==> src/rtl/psw_pkg.sv <==
`timescale 1ns/1ps
package psw_pkg;
    localparam int unsigned MODEM_BITS = 4;

    typedef enum logic [1:0] {
        PS_OFF      = 2'd0,
        PS_ISOLATED = 2'd1,
        PS_WAKING   = 2'd2,
        PS_SERVICE  = 2'd3
    } ps_state_e;

    typedef struct packed {
        logic rx_start;
        logic modem;
    } wake_src_t;

    function automatic logic mode_armed(input logic pin, input logic en);
        return pin & en;
    endfunction

    function automatic logic any_wake(input wake_src_t s);
        return s.rx_start | s.modem;
    endfunction
endpackage

==> src/rtl/psw_wake_detect.sv <==
`timescale 1ns/1ps
module psw_wake_detect
    import psw_pkg::*;
#(
    parameter int unsigned N_MODEM = MODEM_BITS
) (
    input  logic               clk,
    input  logic               rst,
    input  logic               rx_line,
    input  logic [N_MODEM-1:0] msr_delta,
    output wake_src_t          src
);
    logic rx_q;
    logic [N_MODEM:0] chain;

    always_ff @(posedge clk) begin
        if (rst) rx_q <= 1'b1;
        else     rx_q <= rx_line;
    end

    assign chain[0] = 1'b0;
    for (genvar i = 0; i < N_MODEM; i++) begin : g_or
        assign chain[i+1] = chain[i] | msr_delta[i];
    end

    always_comb begin
        src.rx_start = rx_q & ~rx_line;
        src.modem    = chain[N_MODEM];
    end
endmodule

==> src/rtl/psw_fsm.sv <==
`timescale 1ns/1ps
module psw_fsm
    import psw_pkg::*;
(
    input  logic      clk,
    input  logic      rst,
    input  logic      armed,
    input  logic      core_asleep,
    input  logic      wake_any,
    input  logic      osc_ready,
    input  logic      msr_rd,
    input  logic      irq_pending,
    input  logic      flag_held,
    output ps_state_e state,
    output logic      isolate,
    output logic      raise_irq
);
    ps_state_e state_n;
    logic      msr_seen;
    logic      serviced;

    assign isolate   = (state == PS_ISOLATED) & armed & ~wake_any;
    assign raise_irq = (state == PS_WAKING) & armed & osc_ready;
    assign serviced  = (msr_seen | msr_rd) & ~irq_pending & ~flag_held & core_asleep;

    always_comb begin
        state_n = state;
        if (!armed) begin
            state_n = PS_OFF;
        end else begin
            unique case (state)
                PS_OFF:      if (core_asleep) state_n = PS_ISOLATED;
                PS_ISOLATED: if (wake_any)    state_n = PS_WAKING;
                PS_WAKING:   if (osc_ready)   state_n = PS_SERVICE;
                PS_SERVICE:  if (serviced)    state_n = PS_ISOLATED;
                default:                      state_n = PS_OFF;
            endcase
        end
    end

    always_ff @(posedge clk) begin
        if (rst) begin
            state    <= PS_OFF;
            msr_seen <= 1'b0;
        end else begin
            state <= state_n;
            if (state_n == PS_ISOLATED || state_n == PS_OFF) msr_seen <= 1'b0;
            else if (msr_rd)                                 msr_seen <= 1'b1;
        end
    end
endmodule

==> src/rtl/psw_irq_flag.sv <==
`timescale 1ns/1ps
module psw_irq_flag (
    input  logic clk,
    input  logic rst,
    input  logic raise,
    input  logic isr_rd,
    input  logic other_irq_en,
    output logic flag,
    output logic irq_out
);
    always_ff @(posedge clk) begin
        if (rst)         flag <= 1'b0;
        else if (raise)  flag <= 1'b1;
        else if (isr_rd) flag <= 1'b0;
    end

    assign irq_out = flag & ~other_irq_en;
endmodule

==> src/rtl/psave_wake_ctrl.sv <==
`timescale 1ns/1ps
module psave_wake_ctrl
    import psw_pkg::*;
#(
    parameter int unsigned N_MODEM = MODEM_BITS
) (
    input  logic               clk,
    input  logic               rst,
    input  logic               ps_pin,
    input  logic               ps_en,
    input  logic               core_asleep,
    input  logic               rx_line,
    input  logic [N_MODEM-1:0] msr_delta,
    input  logic               msr_rd,
    input  logic               isr_rd,
    input  logic               irq_pending,
    input  logic               other_irq_en,
    input  logic               osc_ready,
    output logic               bus_isolate,
    output logic               wake_irq
);
    wake_src_t src;
    ps_state_e state;
    logic      armed;
    logic      raise;
    logic      flag;

    assign armed = mode_armed(ps_pin, ps_en);

    psw_wake_detect #(.N_MODEM(N_MODEM)) i_detect (
        .clk       (clk),
        .rst       (rst),
        .rx_line   (rx_line),
        .msr_delta (msr_delta),
        .src       (src)
    );

    psw_fsm i_fsm (
        .clk         (clk),
        .rst         (rst),
        .armed       (armed),
        .core_asleep (core_asleep),
        .wake_any    (any_wake(src)),
        .osc_ready   (osc_ready),
        .msr_rd      (msr_rd),
        .irq_pending (irq_pending),
        .flag_held   (flag),
        .state       (state),
        .isolate     (bus_isolate),
        .raise_irq   (raise)
    );

    psw_irq_flag i_flag (
        .clk          (clk),
        .rst          (rst),
        .raise        (raise),
        .isr_rd       (isr_rd),
        .other_irq_en (other_irq_en),
        .flag         (flag),
        .irq_out      (wake_irq)
    );
endmodule

==> config.mk <==
export PLATFORM = sky130hd
export DESIGN_NAME = psave_wake_ctrl
export DESIGN_NICKNAME = d
export VERILOG_FILES = /design/src/rtl/psw_pkg.sv /design/src/rtl/psw_wake_detect.sv /design/src/rtl/psw_fsm.sv /design/src/rtl/psw_irq_flag.sv /design/src/rtl/psave_wake_ctrl.sv
export SDC_FILE = /design/constraint.sdc
export NUM_CORES = 1
export LEC_CHECK = 0
export BUFFER_PORTS_ARGS = -buffer_cell sky130_fd_sc_hd__buf_2
export CORE_AREA = 5 5 42 44
export CTS_CLUSTER_SIZE = 16
export DETAILED_ROUTE_END_ITERATION = 12
export DIE_AREA = 0 0 47 49
export SYNTH_ARGS = -nofsm -noshare
export SYNTH_HDL_FRONTEND = slang
export SYNTH_SLANG_ARGS = --single-unit
==> constraint.sdc <==
create_clock -name clk -period 2.01 [get_ports clk]
set_clock_uncertainty 0.15 [all_clocks]
set_input_delay 0.1005 -clock clk [delete_from_list [all_inputs] [get_ports clk]]
set_output_delay 0.1005 -clock clk [all_outputs]
set_load 0.01 [all_outputs]
==> results.ini, run 1 <==
[outcome]
status=finished, final reports clean

[floorplanning]
die_y_um=49
ios=17
die_area_um2=2300
fp-row-count=14
initial_core_util_pct=17.9
core-area_um2=1400
dieWidth_um=47

[yosys]
synth_seq_area_share_pct=40.0
ys_seq_elements=5
yosys_warnings=0
ys_types=16
syn_area_um2=250
synth_cells=28
avgSynthCellArea_um2=8.94
syn-num-nets=43

[timing]
setup_tns_ps=0
slew_headroom_pct=85.1
fin_crit_ps=1670
max_freq_mhz=599
slew_violations=0
grt_setup_unrepaired=false
hold-worst-slack_ps=10.7
hold_viol=0
finalSetupViolCount=0
timing.final.crit_share_pct=83.0
max_slew.worst_pin.slew_ps=222
timing.final.ws_setup_ps=341

[placed_design]
placed_area_um2=350
dp_slack_ps=756
finalWeightedCongestion=0.645
portBuffers=16
place_inst=60

[route]
wl_per_cell_um=9.84
firstDrtPassIters=4
wirelength_um=679
final_antenna_net_count=0
drt_iter0_drc=3
drc_errors=0
vias_per_cell=4.25
dr_total_vias=293

[clock_network]
cts.clk_slew.worst_paths_ps=40
root_buffer=clkbuf_4
post_cts_buffers=0
cts.path.max_buffers=2
hold_buffers=5
cts_tree=done
clk_latency_ps=240
cts_num_sinks=5
cts_htree_levels=1
post_cts_resized=0
cts-buffers-inserted=3

[setup_path]
r2r_cells=4
worstReg2RegEnd=i_flag.flag$_SDFFE_PP0P_
worstPathArrival_ps=1700
rrSetupSlack_ps=340
timing.rr.start=i_fsm.state[1]$_SDFF_PP0_
cp.required_ps=2040
path_class=reg2reg
critPathMaxFanout=5
startpoint_type=register
endpoint_kind=register

[finish]
layout_common_cells=buf_2 (16), dlygate4sd3_1 (5), dfxtp_1 (5)
final_common_cell=buf_2
antenna_cells=0
final_area_um2=427
fin_nets=69
drive_gt1_share_pct=41.5
area_growth_pct=70.5
final_util_pct=30.4
fin_cells=69

[grt]
antenna_found_initial=0
grt.overflow.total=0
grtUsageTotal_pct=6.92
first_global_vias=264
grt_max_degree=6
grt_pass1_wl_um=1070

[min_path]
hold_depth=3
hold_class=in2reg
holdPathEnd=i_fsm.state[0]$_SDFF_PP0_
hp-start=osc_ready

[pwr]
worst_ir_drop_vdd_v=0.000488
p_leak_nw=0.184
total_power_mw=0.249
cellPowerDensity_nw_per_um2=583

[job]
maxCapViolations=0

-- sequential cells by signal, indices dropped and copies added, names as in the netlist --
name and cells:
i_flag.flag 1, i_fsm.state 2, i_fsm.msr_seen 1, i_detect.rx_q 1
-- synth_stat cells --
cell      number  area [µm²]
nand2_1        2        7.51
inv_1          1        3.75
nand3b_1       1        7.51
nor2_1         3        11.3
a311o_1        1        10.0
nand4b_1       1        8.76
nor4_4         1        21.3
nor3b_1        1        7.51
nor2b_1        2        12.5
or2_2          2        12.5
nand2b_1       2        12.5
dfxtp_1        5         100
or3_1          1        6.26
nand3_1        1        5.00
a21oi_1        3        15.0
a221oi_1       1        8.76
-- where the power goes --
part | switching (mW) | internal, mW | leakage (nW)
sequential | 0.00102 | 0.101 | 0.0407
clock | 0.0386 | 0.0749 | 0.0150
combinational | 0.0123 | 0.0204 | 0.128
total | 0.0519 | 0.197 | 0.184
-- cell families (layout without fill, tap and decap cells) --
family | after synthesis | after routing | synth area share [%]
buffers and inverters | 1 | 26 | 1.50
AO/OA/AOI/OAI | 5 | 5 | 13.5
flip-flops | 5 | 5 | 40.0
AND/OR/NAND/NOR | 17 | 17 | 45.0
-- worst max path at each step --
stage	startpoint	end	slack, ps	cells after the start
finish	i_fsm.state[1]$_SDFF_PP0_	i_flag.flag$_SDFFE_PP0P_	340	4
global route	i_fsm.state[1]$_SDFF_PP0_	i_flag.flag$_SDFFE_PP0P_	230	4
CTS	i_fsm.state[1]$_SDFF_PP0_	i_flag.flag$_SDFFE_PP0P_	330	4
detailed placement	i_fsm.state[0]$_SDFF_PP0_	i_fsm.state[0]$_SDFF_PP0_	760	3
global placement	i_fsm.state[0]$_SDFF_PP0_	i_fsm.state[0]$_SDFF_PP0_	790	3
floorplan	i_fsm.state[0]$_SDFF_PP0_	i_fsm.msr_seen$_SDFFE_PP0P_	840	3
-- cell type report --
| cell class | instances | area, µm² |
|---|---|---|
| fill | 165 | 975 |
| multi-input combinational | 22 | 146 |
| timing repair buffer | 21 | 130 |
| sequential | 5 | 100 |
| clock buffer | 4 | 26.3 |
| tap | 16 | 20.0 |
| inverter | 1 | 3.75 |
-- worst max-delay path: stages, from the launching register on --
cell and delay, ps:
dfxtp_1 380, nand2_1 90, or3_1 320, a21oi_1 140, dlygate4sd3_1 550
-- routing by layer --
metal	part of all wire (%)	up-vias	track usage [%]
met4	1.5	0	2.76
met1	43	121	8.63
met5	0	-	0
met2	42	16	8.60
met3	13	2	5.54
li1	-	154	-
Note: power is estimated with default switching activity, not from simulation.
==> run 2: changes to the inputs <==
--- a/config.mk
+++ b/config.mk
@@ -5,6 +5,7 @@
 export SDC_FILE = /design/constraint.sdc
 export NUM_CORES = 1
 export LEC_CHECK = 0
+export ABC_AREA = 1
 export BUFFER_PORTS_ARGS = -buffer_cell sky130_fd_sc_hd__buf_2
 export CORE_AREA = 5 5 42 44
 export CTS_CLUSTER_SIZE = 16
==> constraint.sdc (replaced) <==
create_clock -name clk -period 1.67 [get_ports clk]
set_clock_uncertainty 0.15 [all_clocks]
set_input_delay 0.0835 -clock clk [delete_from_list [all_inputs] [get_ports clk]]
set_output_delay 0.0835 -clock clk [all_outputs]
set_load 0.01 [all_outputs]
==> run 2 against run 1 <==
  * Die area unchanged
  * Fmax up 14%
  * Area after synthesis up 17%
  * Sequential power up 20%
  * Highest routed layer unchanged
  * Largest cell class unchanged
  * Utilization up 2.4 points
  * Critical path type unchanged
  * Final cell count up 26%
==> results.ini, run 2 <==
[outcome]
status=finished, final reports clean

[pwr]
worst_ir_drop_vdd_v=0.000336
cellPowerDensity_nw_per_um2=660
p_leak_nw=0.232

[grt]
grt_max_degree=5
antenna_found_initial=0
grt.overflow.total=0
grtUsageTotal_pct=6.97
grt_pass1_wl_um=1100
first_global_vias=284

[setup_path]
cp-endpoint=i_flag.flag$_SDFFE_PP0P_
worstPathArrival_ps=1500
timing.rr.start=i_fsm.state[1]$_SDFF_PP0_
cp.required_ps=1700
startpoint_type=register
critPathMaxFanout=4
crit_path_start=i_fsm.state[1]$_SDFF_PP0_
path_class=reg2reg
r2r_cells=5
worstReg2RegEnd=i_flag.flag$_SDFFE_PP0P_
rrSetupSlack_ps=200
endpoint_kind=register

[route]
drt_iter0_drc=4
final_antenna_net_count=0
dr_total_vias=334
wirelength_um=710
wl_per_cell_um=8.16
vias_per_cell=3.84
drc_errors=0
firstDrtPassIters=4

[yosys]
synth_area_leaders=dfxtp_1 (34%), nor2_1 (13%), inv_1 (11%)
synth-edff-count=0
yosys_warnings=0
synthArstFlopShare_pct=0
synth_top_cell_by_area=dfxtp_1
syn-num-nets=62
avgSynthCellArea_um2=6.26
ys_types=14
ys_top_cells_by_count=nor2_1 (10), inv_1 (9), nand2_1 (8), dfxtp_1 (5), nor2_2 (3)
syn_area_um2=294
ys_seq_elements=5
synth_top_area_share_pct=34.0
synth_cells=47
synthFlopType=dfxtp_1
synth_seq_area_share_pct=34.0
yosysMostFrequentCell=nor2_1

[clock_network]
clk_latency_ps=240
root_buffer=clkbuf_4
cts_num_sinks=5
cts.clk_slew.worst_paths_ps=40
cts_htree_levels=1
post_cts_resized=0
cts-buffers-inserted=3
cts.path.max_buffers=2
cts_tree=done

[placed_design]
portBuffers=16
finalWeightedCongestion=0.761
place_inst=79
dp_slack_ps=595
hpwl_um=541

[min_path]
hold_class=in2reg

[timing]
setup_tns_ps=0
slew_violations=0
hold-worst-slack_ps=34.7
grt_setup_unrepaired=false
finalSetupViolCount=0
max_slew.worst_pin.slew_ps=189
fin_crit_ps=1470
hold_viol=0
timing.final.ws_setup_ps=204
slew_headroom_pct=87.3
timing.final.crit_share_pct=87.8
max_freq_mhz=682

[finish]
layout_common_cells=buf_2 (16), nor2_1 (10), inv_1 (9)
regMostFlops=i_fsm.state
final_util_pct=32.9
antenna_cells=0
largest_register_ffs=2
fin_nets=87
area_growth_pct=56.6
drive_gt1_share_pct=38.0
fin_cells=87
final_common_cell=buf_2

[floorplanning]
die_area_um2=2300
ios=17
dieWidth_um=47
initial_core_util_pct=21.0
fp-row-count=14
core-area_um2=1400
die_y_um=49

[job]
maxCapViolations=0

[run 2: area by class of cell]
cell class | count | area, µm²
Fill cell | 170 | 941
Multi-Input combinational cell | 31 | 153
Tap cell | 16 | 20.0
Inverter | 11 | 41.3
Timing Repair Buffer | 20 | 120
Sequential cell | 5 | 100
Clock buffer | 4 | 26.3
[run 2: per-stage QoR]
| step | instance area (µm²) | total power [mW] |
|---|---|---|
| 3_5_place_dp | 394 | 0.162 |
| 6_report | 460 | 0.304 |
| 3_3_place_gp | 394 | 0.161 |
| 4_1_cts | 460 | 0.309 |
| 5_1_grt | 460 | 0.323 |
| 2_1_floorplan | 294 | 0.142 |
[run 2: critical path, cell delays in order (launching register included)]
cell and delay (ps):
dfxtp_1 370, nand2_1 80, nor2_1 80, nand2_1 60, a21oi_1 120, dlygate4sd3_1 550
[run 2: worst min-delay path by stage]
stage	from	endpoint	slack, ps	cells after the start
floorplan	rst	i_flag.flag$_SDFFE_PP0P_	3	1
global placement	rst	i_flag.flag$_SDFFE_PP0P_	120	2
detailed placement	rst	i_flag.flag$_SDFFE_PP0P_	120	2
CTS	irq_pending	i_fsm.state[1]$_SDFF_PP0_	40	5
global route	irq_pending	i_fsm.state[1]$_SDFF_PP0_	70	5
finish	irq_pending	i_fsm.state[1]$_SDFF_PP0_	30	5
[run 2: per-layer routing]
| metal | vias up | part of all wire [%] | track usage [%] |
|---|---|---|---|
| li1 | 185 | - | - |
| met1 | 132 | 37 | 6.81 |
| met2 | 13 | 47 | 10.4 |
| met3 | 4 | 15 | 5.90 |
| met4 | 0 | 1.3 | 2.76 |
| met5 | - | 0 | 0 |
[run 2: timing repair]
action	CTS	global route
endpoints found under the hold margin	3	0
setup buffers	0	0
hold buffers	4	0
[run 2: kinds of logic (layout without fill, tap and decap cells)]
family	after synthesis	count (layout)	share of synthesized area [%]
and+or+nand+nor	28	28	46.8
buffers and inverters	11	35	14.0
AOI/OAI and AO/OA	3	3	5.10
DFF	5	5	34.0
[run 2: power by group]
part | leakage (nW) | switching, mW | internal (mW) | total, mW
Sequential | 0.0407 | 0.00147 | 0.122 | 0.124
Clock | 0.0150 | 0.0486 | 0.0903 | 0.139
Combinational | 0.177 | 0.0181 | 0.0233 | 0.0414
